<file path="config.mk">
export PLATFORM = sky130hd
export DESIGN_NAME = tss_search
export DESIGN_NICKNAME = d
export VERILOG_FILES = /design/src/rtl/tss_pkg.sv /design/src/rtl/tss_cand_gen.sv /design/src/rtl/tss_best_keeper.sv /design/src/rtl/tss_search.sv
export SDC_FILE = /design/constraint.sdc
export NUM_CORES = 1
export LEC_CHECK = 0
export ABC_AREA = 1
export BUFFER_PORTS_ARGS = -buffer_cell sky130_fd_sc_hd__buf_2
export CORE_MARGIN = 2
export CORE_UTILIZATION = 55
export DETAILED_ROUTE_END_ITERATION = 12
export PLACE_DENSITY_LB_ADDON = 0.2
export SKIP_LAST_GASP = 1
export SLEW_MARGIN = 20
export SYNTH_ARGS = -nofsm -noshare
export SYNTH_HDL_FRONTEND = slang
export SYNTH_SLANG_ARGS = --single-unit
</file>
<file path="constraint.sdc">
create_clock -name clk -period 2.3 [get_ports clk]
set_input_delay 0.115 -clock clk [delete_from_list [all_inputs] [get_ports clk]]
set_output_delay 0.115 -clock clk [all_outputs]
set_load 0.005 [all_outputs]
</file>
<file path="src/rtl/tss_pkg.sv">
// Shared types for the three-step motion search.
package tss_pkg;
    // Controller states of the search sequencer.
    typedef enum logic [2:0] {
        ST_IDLE,
        ST_ISSUE,
        ST_WAIT,
        ST_ADV,
        ST_DONE
    } tss_state_e;

    // Per-axis neighbour offset direction, scaled by the current step.
    typedef enum logic [1:0] {
        OFF_NEG,
        OFF_ZERO,
        OFF_POS
    } tss_off_e;
endpackage

</file>
<file path="src/rtl/tss_cand_gen.sv">
// Candidate generator: maps a neighbour index (0 = centre, 1..8 = raster
// order around it) plus centre and step to a displacement, and flags whether
// that displacement lies within +/-MAX_DISP. Purely combinational.
// Assumes the centre itself is always within range.
module tss_cand_gen
    import tss_pkg::*;
#(
    parameter int MAX_DISP = 7,
    parameter int DISP_W   = 4,
    parameter int STEP_W   = 3
) (
    input  logic signed [DISP_W-1:0] centre_x,
    input  logic signed [DISP_W-1:0] centre_y,
    input  logic        [STEP_W-1:0] step,
    input  logic        [3:0]        idx,
    output logic signed [DISP_W-1:0] cand_x,
    output logic signed [DISP_W-1:0] cand_y,
    output logic                     in_range
);
    localparam int EXT_W = DISP_W + STEP_W + 1;
    localparam logic signed [EXT_W-1:0] LIM = EXT_W'(MAX_DISP);

    tss_off_e col, row;
    logic signed [EXT_W-1:0] cx_e, cy_e, step_e, sx, sy;

    // Neighbour index to row/column direction (raster order, centre skipped).
    always_comb begin
        unique case (idx)
            4'd0:    begin col = OFF_ZERO; row = OFF_ZERO; end
            4'd1:    begin col = OFF_NEG;  row = OFF_NEG;  end
            4'd2:    begin col = OFF_ZERO; row = OFF_NEG;  end
            4'd3:    begin col = OFF_POS;  row = OFF_NEG;  end
            4'd4:    begin col = OFF_NEG;  row = OFF_ZERO; end
            4'd5:    begin col = OFF_POS;  row = OFF_ZERO; end
            4'd6:    begin col = OFF_NEG;  row = OFF_POS;  end
            4'd7:    begin col = OFF_ZERO; row = OFF_POS;  end
            default: begin col = OFF_POS;  row = OFF_POS;  end
        endcase
    end

    // Widened displacement arithmetic so out-of-range sums do not wrap.
    always_comb begin
        cx_e   = EXT_W'(centre_x);
        cy_e   = EXT_W'(centre_y);
        step_e = EXT_W'(step);
        sx = (col == OFF_NEG) ? cx_e - step_e : (col == OFF_ZERO) ? cx_e : cx_e + step_e;
        sy = (row == OFF_NEG) ? cy_e - step_e : (row == OFF_ZERO) ? cy_e : cy_e + step_e;
    end

    assign in_range = (sx <= LIM) && (sx >= -LIM) && (sy <= LIM) && (sy >= -LIM);
    assign cand_x   = sx[DISP_W-1:0];
    assign cand_y   = sy[DISP_W-1:0];
endmodule

</file>
<file path="src/rtl/tss_best_keeper.sv">
// Best-candidate register: captures the first returned score unconditionally
// (the origin) and afterwards replaces the held best only on a strictly
// smaller score. Also latches the origin score as the zero-motion cost.
module tss_best_keeper #(
    parameter int DISP_W = 4,
    parameter int SAD_W  = 16
) (
    input  logic                     clk,
    input  logic                     rst_n,
    input  logic                     take,
    input  logic                     first,
    input  logic signed [DISP_W-1:0] cand_x,
    input  logic signed [DISP_W-1:0] cand_y,
    input  logic        [SAD_W-1:0]  sad_in,
    output logic signed [DISP_W-1:0] best_x,
    output logic signed [DISP_W-1:0] best_y,
    output logic        [SAD_W-1:0]  best_sad,
    output logic        [SAD_W-1:0]  zero_sad
);
    // Keep the lowest score; ties keep the earlier candidate.
    always_ff @(posedge clk) begin
        if (!rst_n) begin
            best_x   <= '0;
            best_y   <= '0;
            best_sad <= '0;
        end else if (take && (first || sad_in < best_sad)) begin
            best_x   <= cand_x;
            best_y   <= cand_y;
            best_sad <= sad_in;
        end
    end

    // Record the zero-displacement score for the mode decision.
    always_ff @(posedge clk) begin
        if (!rst_n)
            zero_sad <= '0;
        else if (take && first)
            zero_sad <= sad_in;
    end
endmodule

</file>
<file path="src/rtl/tss_search.sv">
// Three-step motion search controller. Issues one candidate at a time to an
// external SAD unit and waits for its result before the next one. The step
// starts at FIRST_STEP (a power of two) and halves down to 1, re-centring on
// the best point between steps. Candidates outside +/-MAX_DISP are skipped.
module tss_search
    import tss_pkg::*;
#(
    parameter int MAX_DISP   = 7,
    parameter int FIRST_STEP = 4,
    parameter int SAD_W      = 16,
    localparam int DISP_W    = $clog2(MAX_DISP + 1) + 1
) (
    input  logic                     clk,
    input  logic                     rst_n,
    input  logic                     start,
    output logic                     cand_valid,
    output logic signed [DISP_W-1:0] cand_dx,
    output logic signed [DISP_W-1:0] cand_dy,
    input  logic                     sad_valid,
    input  logic        [SAD_W-1:0]  sad_in,
    output logic                     done,
    output logic signed [DISP_W-1:0] best_dx,
    output logic signed [DISP_W-1:0] best_dy,
    output logic        [SAD_W-1:0]  best_sad,
    output logic        [SAD_W-1:0]  zero_sad
);
    localparam int STEP_W = $clog2(FIRST_STEP + 1);
    localparam logic [3:0] LAST_IDX = 4'd8;

    tss_state_e              state;
    logic signed [DISP_W-1:0] centre_x, centre_y;
    logic        [STEP_W-1:0] step;
    logic        [3:0]        idx;
    logic                     in_range;
    logic                     take;

    tss_cand_gen #(
        .MAX_DISP(MAX_DISP),
        .DISP_W  (DISP_W),
        .STEP_W  (STEP_W)
    ) u_cand_gen (
        .centre_x(centre_x),
        .centre_y(centre_y),
        .step    (step),
        .idx     (idx),
        .cand_x  (cand_dx),
        .cand_y  (cand_dy),
        .in_range(in_range)
    );

    assign take = (state == ST_WAIT) && sad_valid;

    tss_best_keeper #(
        .DISP_W(DISP_W),
        .SAD_W (SAD_W)
    ) u_best (
        .clk     (clk),
        .rst_n   (rst_n),
        .take    (take),
        .first   (idx == 4'd0),
        .cand_x  (cand_dx),
        .cand_y  (cand_dy),
        .sad_in  (sad_in),
        .best_x  (best_dx),
        .best_y  (best_dy),
        .best_sad(best_sad),
        .zero_sad(zero_sad)
    );

    // Sequence candidates, steps and re-centring.
    always_ff @(posedge clk) begin
        if (!rst_n) begin
            state    <= ST_IDLE;
            centre_x <= '0;
            centre_y <= '0;
            step     <= STEP_W'(FIRST_STEP);
            idx      <= '0;
        end else begin
            unique case (state)
                ST_IDLE: if (start) begin
                    centre_x <= '0;
                    centre_y <= '0;
                    step     <= STEP_W'(FIRST_STEP);
                    idx      <= '0;
                    state    <= ST_ISSUE;
                end
                ST_ISSUE: state <= in_range ? ST_WAIT : ST_ADV;
                ST_WAIT:  if (sad_valid) state <= ST_ADV;
                ST_ADV: begin
                    if (idx != LAST_IDX) begin
                        idx   <= idx + 4'd1;
                        state <= ST_ISSUE;
                    end else if (step == STEP_W'(1)) begin
                        state <= ST_DONE;
                    end else begin
                        centre_x <= best_dx;
                        centre_y <= best_dy;
                        step     <= step >> 1;
                        idx      <= 4'd1;
                        state    <= ST_ISSUE;
                    end
                end
                default: state <= ST_IDLE;
            endcase
        end
    end

    assign cand_valid = (state == ST_ISSUE) && in_range;
    assign done       = (state == ST_DONE);
endmodule

</file>
Word level (Yosys, flattened, before mapping)
Memories as Yosys holds them, arrays and structs flattened. A register that Yosys moved wholly into a read port is not among the register bits.
Index checks and enable logic that the tools add are counted.
- input port bits: 20
- memories kept: 1
- ROM bits: 32
- logic and storage cells: 76
- output and inout bits: 50
- bits in registers: 58
- mux-type cells: 27
- equality and inequality tests: 13
- add/subtract/negate cells: 5
- magnitude comparators: 5
- reduce and logical (&&, ||, !) cells: 16
- memory list (memory ; words ; bits a word ; read ports ; clocked after memory_dff ; write ports ; line ; text):
    (name not given) ; 8 ; 4 ; 1 ; 1 ; 0 ; tss_cand_gen.sv:28 ; unique case (idx)
- operators by type and width (kind ; count):
    two-way mux 4 bit ; 8
    two-way mux 8 bit ; 4
    two-way mux 3 bit ; 9
    one-hot mux 4 bit (2 select lines) ; 3
    greater-or-equal comparator 8 x 4 -> 1 bit (second input constant) ; 2
    less-or-equal comparator 8 x 4 -> 1 bit (second input constant) ; 2
    less-than comparator 16 bit ; 1
    one-hot mux 3 bit (4 select lines) ; 1
    adder 4 x 4 -> 5 bit ; 2
    subtractor 4 x 4 -> 5 bit ; 2
    inequality test 2 bit (second input constant) ; 4
    logical AND 1 bit ; 7
    == test 3 x 1 -> 1 bit (second input constant) ; 2
    == test 3 x 2 -> 1 bit (second input constant) ; 2
    one-hot mux 3 bit (2 select lines) ; 1
    adder 4 x 1 -> 4 bit (second input constant) ; 1
    == test 2 x 1 -> 1 bit (second input constant) ; 2
    zero test 2 bit ; 2
    zero test 4 bit ; 1
    inequality test 4 bit (second input constant) ; 1
    AND reduction 4 bit ; 1
    == test 3 bit (second input constant) ; 1
    zero test 3 bit ; 1
    inequality test 3 bit (second input constant) ; 1
    other kinds (5) ; 5

Depth between registers and ports, before layout
- depth in word-level cells: 10
- depth in mapped cells: 16

Modules after synthesis
Synthesis repeated with hierarchy kept, for this count alone.
- cell total of the unflattened synthesis: 585
- area total of the unflattened synthesis: 3851.2 µm²
- modules (own cells, without submodules) (module ; area each (µm²) ; instances ; cells an instance):
    tss_best_keeper ; 1950.6 ; 1 ; 278
    tss_search ; 1068.5 ; 1 ; 160
    tss_cand_gen ; 832.0 ; 1 ; 147

Worst setup path after synthesis
Ideal clock, no wire load.
- path type: reg-to-output
- from: register step[1]
- to: output cand_valid
- slack: 371 ps
- cell stages (with the launch flop): 11
- required time: 2185 ps
- arrival time: 1814 ps
- cells stage by stage: dfxtp_1 inv_1 fa_1 or2_2 nand3_1 nor2_1 nand2_1 nand3_1 nand2_1 nand2_1 nor2_1
- RTL lines (item ; line ; text):
    from (decl) ; tss_search.sv:32 ; logic [STEP_W-1:0] step;
    from (signal assigned) ; tss_search.sv:76 ; step <= STEP_W'(FIRST_STEP);
    from (signal assigned) ; tss_search.sv:83 ; step <= STEP_W'(FIRST_STEP);
    from (signal assigned) ; tss_search.sv:98 ; step <= step >> 1;
    adder 4 x 4 -> 5 bit ; tss_cand_gen.sv:47 ; sy = (row == OFF_NEG) ? cy_e - step_e : (row == OFF_ZERO) ? cy_e : cy_e + step_e;
    two-way mux 8 bit ; tss_cand_gen.sv:47 ;
    two-way mux 8 bit * ; tss_cand_gen.sv:47 ;
    via cand_dy[1] ; tss_search.sv:18 ; output logic signed [DISP_W-1:0] cand_dy,
    less-or-equal comparator 8 x 4 -> 1 bit ; tss_cand_gen.sv:50 ; assign in_range = (sx <= LIM) && (sx >= -LIM) && (sy <= LIM) && (sy >= -LIM);
    logical AND 1 bit ; tss_cand_gen.sv:50 ;
    logical AND 1 bit * ; tss_cand_gen.sv:50 ;
    logical AND 1 bit * ; tss_search.sv:108 ; assign cand_valid = (state == ST_ISSUE) && in_range;
    to (decl) ; tss_search.sv:16 ; output logic cand_valid,
Mark *: on every way through the listed nets, which the timed path passes. The rest lies on a longest branch.

Worst setup path in the final report
- from: register step[0]
- to: output cand_valid
- cells in the longest elaborated chain, start to end: 8
- RTL lines (item ; line ; text):
    adder 4 x 4 -> 5 bit ; tss_cand_gen.sv:46 ; sx = (col == OFF_NEG) ? cx_e - step_e : (col == OFF_ZERO) ? cx_e : cx_e + step_e;
    two-way mux 8 bit (2 in series) ; tss_cand_gen.sv:46 ;
    less-or-equal comparator 8 x 4 -> 1 bit / greater-or-equal comparator 8 x 4 -> 1 bit (equally long branches) ; tss_cand_gen.sv:50 ;
    logical AND 1 bit (2 in series) ; tss_cand_gen.sv:50 ;
    logical AND 1 bit * ; tss_cand_gen.sv:50 ;
    logical AND 1 bit * ; tss_search.sv:108 ;
Every way passes the cells marked *; elsewhere a longest branch is shown, timed or not.

==> impl_metrics.json <==
{
  "skew_ps": 11.1,
  "cts_buffers": 9,
  "synth_top_flop_cell": "dfxtp_1",
  "synth_edf_count": 0,
  "synth_area_leaders": "dfxtp_1, nor2_1, ha_1",
  "grt_util_all_layers_pct": 25.5,
  "cp-startpoint": "step[0]$_SDFFE_PN0P_",
  "reg2regPathDepth": 11,
  "initial_core_util_pct": 57.6,
  "num_rows": 28,
  "dr.pass1.iters": 4,
  "drv_slew": 0,
  "critPathMaxFanout": 6,
  "r2r_start": "idx[0]$_SDFFE_PN0P_",
  "reg2reg_slack_ps": 330,
  "finalWeightedCongestion": 0.938,
  "vias": 3324,
  "seq_power_share_pct": 36.3,
  "tritoncts": "built",
  "drt-initial-drc-count": 121,
  "min_path_type": "in2reg",
  "syn-instance-count": 488,
  "p_leak_uw": 0.00207,
  "core-area_um2": 5990,
  "n_antenna_cell": 0,
  "layout_min_cycle_time_ps": 2330,
  "nets": 615,
  "grt_pass1_wl_um": 14500,
  "crit_path_end_kind": "primary output",
  "dieArea_um2": 6930,
  "pin_count": 70,
  "setup_violations": 1,
  "numPortBuffers": 69,
  "grt_max_degree": 31,
  "place_inst": 624,
  "h-tree-depth": 3,
  "crit_required_ps": 2180,
  "violations": "setup timing",
  "power_density_nw_per_um2": 958,
  "synth-seq-cells": 62,
  "ant_nets": 0,
  "overflow": 0,
  "die_x_um": 83.2,
  "worstSkewPairLatency_ps": 340,
  "ys_types": 36,
  "post-synth-top-count-cell": "nor2_1",
  "crit_end": "cand_valid",
  "fin_crit_sh_pct": 101,
  "finalWorstSetupSlack_ps": -30.5,
  "synth_warnings": 0,
  "clk_path_buf_depth": 2,
  "switching_share_pct": 40.5,
  "antenna_found_initial": 0,
  "die_h_um": 83.2,
  "p_sw_uw": 1610,
  "cap_violations": 0,
  "hold_viol_final": 0,
  "grt_pass1_vias": 3223,
  "clk_pin_slew_ps": 70,
  "slew-limit-headroom_pct": 66.1,
  "syn_nets": 541,
  "drc_errors": 0,
  "routedWlPerCell_um": 13.3,
  "syn_to_final_growth_pct": 20.5,
  "status": "finished, violations left",
  "clock-root-buffer": "clkbuf_8",
  "synth.top_cell.area_share_pct": 36.0,
  "dpl_worst_slack_ps": 120,
  "viasPerCell": 5.19,
  "synth_top_area_cell": "dfxtp_1",
  "comb_power_share_pct": 42.4,
  "criticalPathCategory": "reg2out",
  "power.internal_uw": 2370,
  "clock-sinks": 62,
  "synth_area_um2": 3450,
  "fin_cells": 641,
  "r2r_end": "step[0]$_SDFFE_PN0P_",
  "ys_async_sr_fraction_pct": 0,
  "synth_common_cells": "nor2_1, nand2_1, inv_1, dfxtp_1, o21ai_0",
  "pwr-share-clk_pct": 21.3,
  "ys_seq_area_share_pct": 36.0,
  "drive_gt1_share_pct": 23.9,
  "max_slew.worst_pin.slew_ps": 508,
  "num-fill-cells": 512,
  "place_hpwl_um": 6180,
  "worstPathArrival_ps": 2220,
  "rsz0062_at_grt": "yes",
  "start_kind": "flop",
  "wl_um": 8500,
  "avgSynthCellArea_um2": 7.07,
  "fmax_mhz": 429,
  "vdd_drop_max_v": 0.000527
}
[critical path, cell delays in order (launching register included)]
cell	delay [ps]
dfxtp_4	430
ha_4	150
inv_2	40
fa_2	340
nand2_1	70
inv_1	60
nor2_1	80
nand2_1	70
a21oi_2	140
o21ai_1	80
nand2_1	60
nand2_1	60
inv_2	70
nand2_2	60
nor2_2	70
buf_2	110
[power groups by stage]
stage	clock [uW]	sequential, uW	combinational [uW]
final	848	1450	1690
after floorplan	0	1430	1090
after CTS	857	1440	1670
after detailed placement	0	1450	1580
after global placement	0	1440	1540
after global routing	911	1480	1920
[cell type report]
cell class	instances	area [um^2]	area share, %
multi-input combinational	339	1960	47.2
sequential	62	1250	30.1
timing repair buffer	77	405	9.74
inverter	73	277	6.65
clock buffer	14	163	3.91
tap	75	93.8	2.26
clock inverter	1	5.00	0.120
[worst min path at each step]
stage,startpoint,endpoint,depth (start not counted)
finish,sad_in[6],u_best.best_sad[6]$_SDFFE_PN0P_,3
global placement,sad_in[10],u_best.best_sad[10]$_SDFFE_PN0P_,3
CTS,sad_in[0],u_best.best_sad[0]$_SDFFE_PN0P_,3
floorplan,sad_in[10],u_best.best_sad[10]$_SDFFE_PN0P_,2
global route,sad_in[0],u_best.best_sad[0]$_SDFFE_PN0P_,3
detailed placement,sad_in[6],u_best.best_sad[6]$_SDFFE_PN0P_,3
[sequential cells by signal (all words and copies together) (netlist names), named ones only]
name,count
u_best.best_y,4
idx,4
u_best.zero_sad,16
centre_y,4
centre_x,4
step,3
u_best.best_x,4
state,3
u_best.best_sad,16
[metal layers]
metal / part of all wire, % / wire, um / vias to the layer above / GRT usage [%]
met4: 0.81 / 69 / 0 / 6.11
met3: 5.7 / 485 / 10 / 5.96
met2: 47 / 4010 / 93 / 43.5
li1: - / - / 1708 / -
met5: 0 / 0 / - / 0
met1: 46 / 3940 / 1513 / 32.4
[repair_timing]
item | 4_1_cts | 5_1_grt
setup endpoints to repair | 2 | 2
buffers inserted | 2 | 0
hold buffers | 0 | 0
gates resized for setup | 32 | 3
pin swaps | 7 | 3
[stage by stage]
| step | TNS [ps] | hold slack [ps] | instance area, um^2 | utilization, % | power (uW) |
|---|---|---|---|---|---|
| after floorplan | 0 | 250 | 3450 | - | 2520 |
| final | -30.5 | 32.3 | 4160 | 69.4 | 3990 |
| after detailed placement | 0 | 382 | 3850 | 64.3 | 3030 |
| after global routing | -264 | 43.5 | 4160 | 69.4 | 4310 |
| after global placement | 0 | 369 | 3850 | 64.3 | 2980 |
| after CTS | -9.52 | 26.8 | 4140 | 69.2 | 3970 |
[cell usage in the layout (no fill, tap or decap), drive strengths merged]
master   instances
a21oi           18
a22oi            1
a31oi            1
buf             77
clkbuf          14
clkinv           1
dfxtp           62
fa               4
ha              29
inv             73
nand2           71
nand3           25
nand3b           2
nand4           13
nor2           105
nor3             5
nor4             1
o2111ai          1
o211ai           2
o21ai           54
o31a             1
o31ai            1
or2              4
xor2             1
[logic make-up after synthesis]
logic type | share of synthesized area, %
flops | 36.0
xor+xnor | 0.254
compound gates | 12.0
buf+inv | 10.4
fa+ha+maj | 12.8
simple gates | 28.6
No activity file was read; power rests on OpenSTA's default activity.
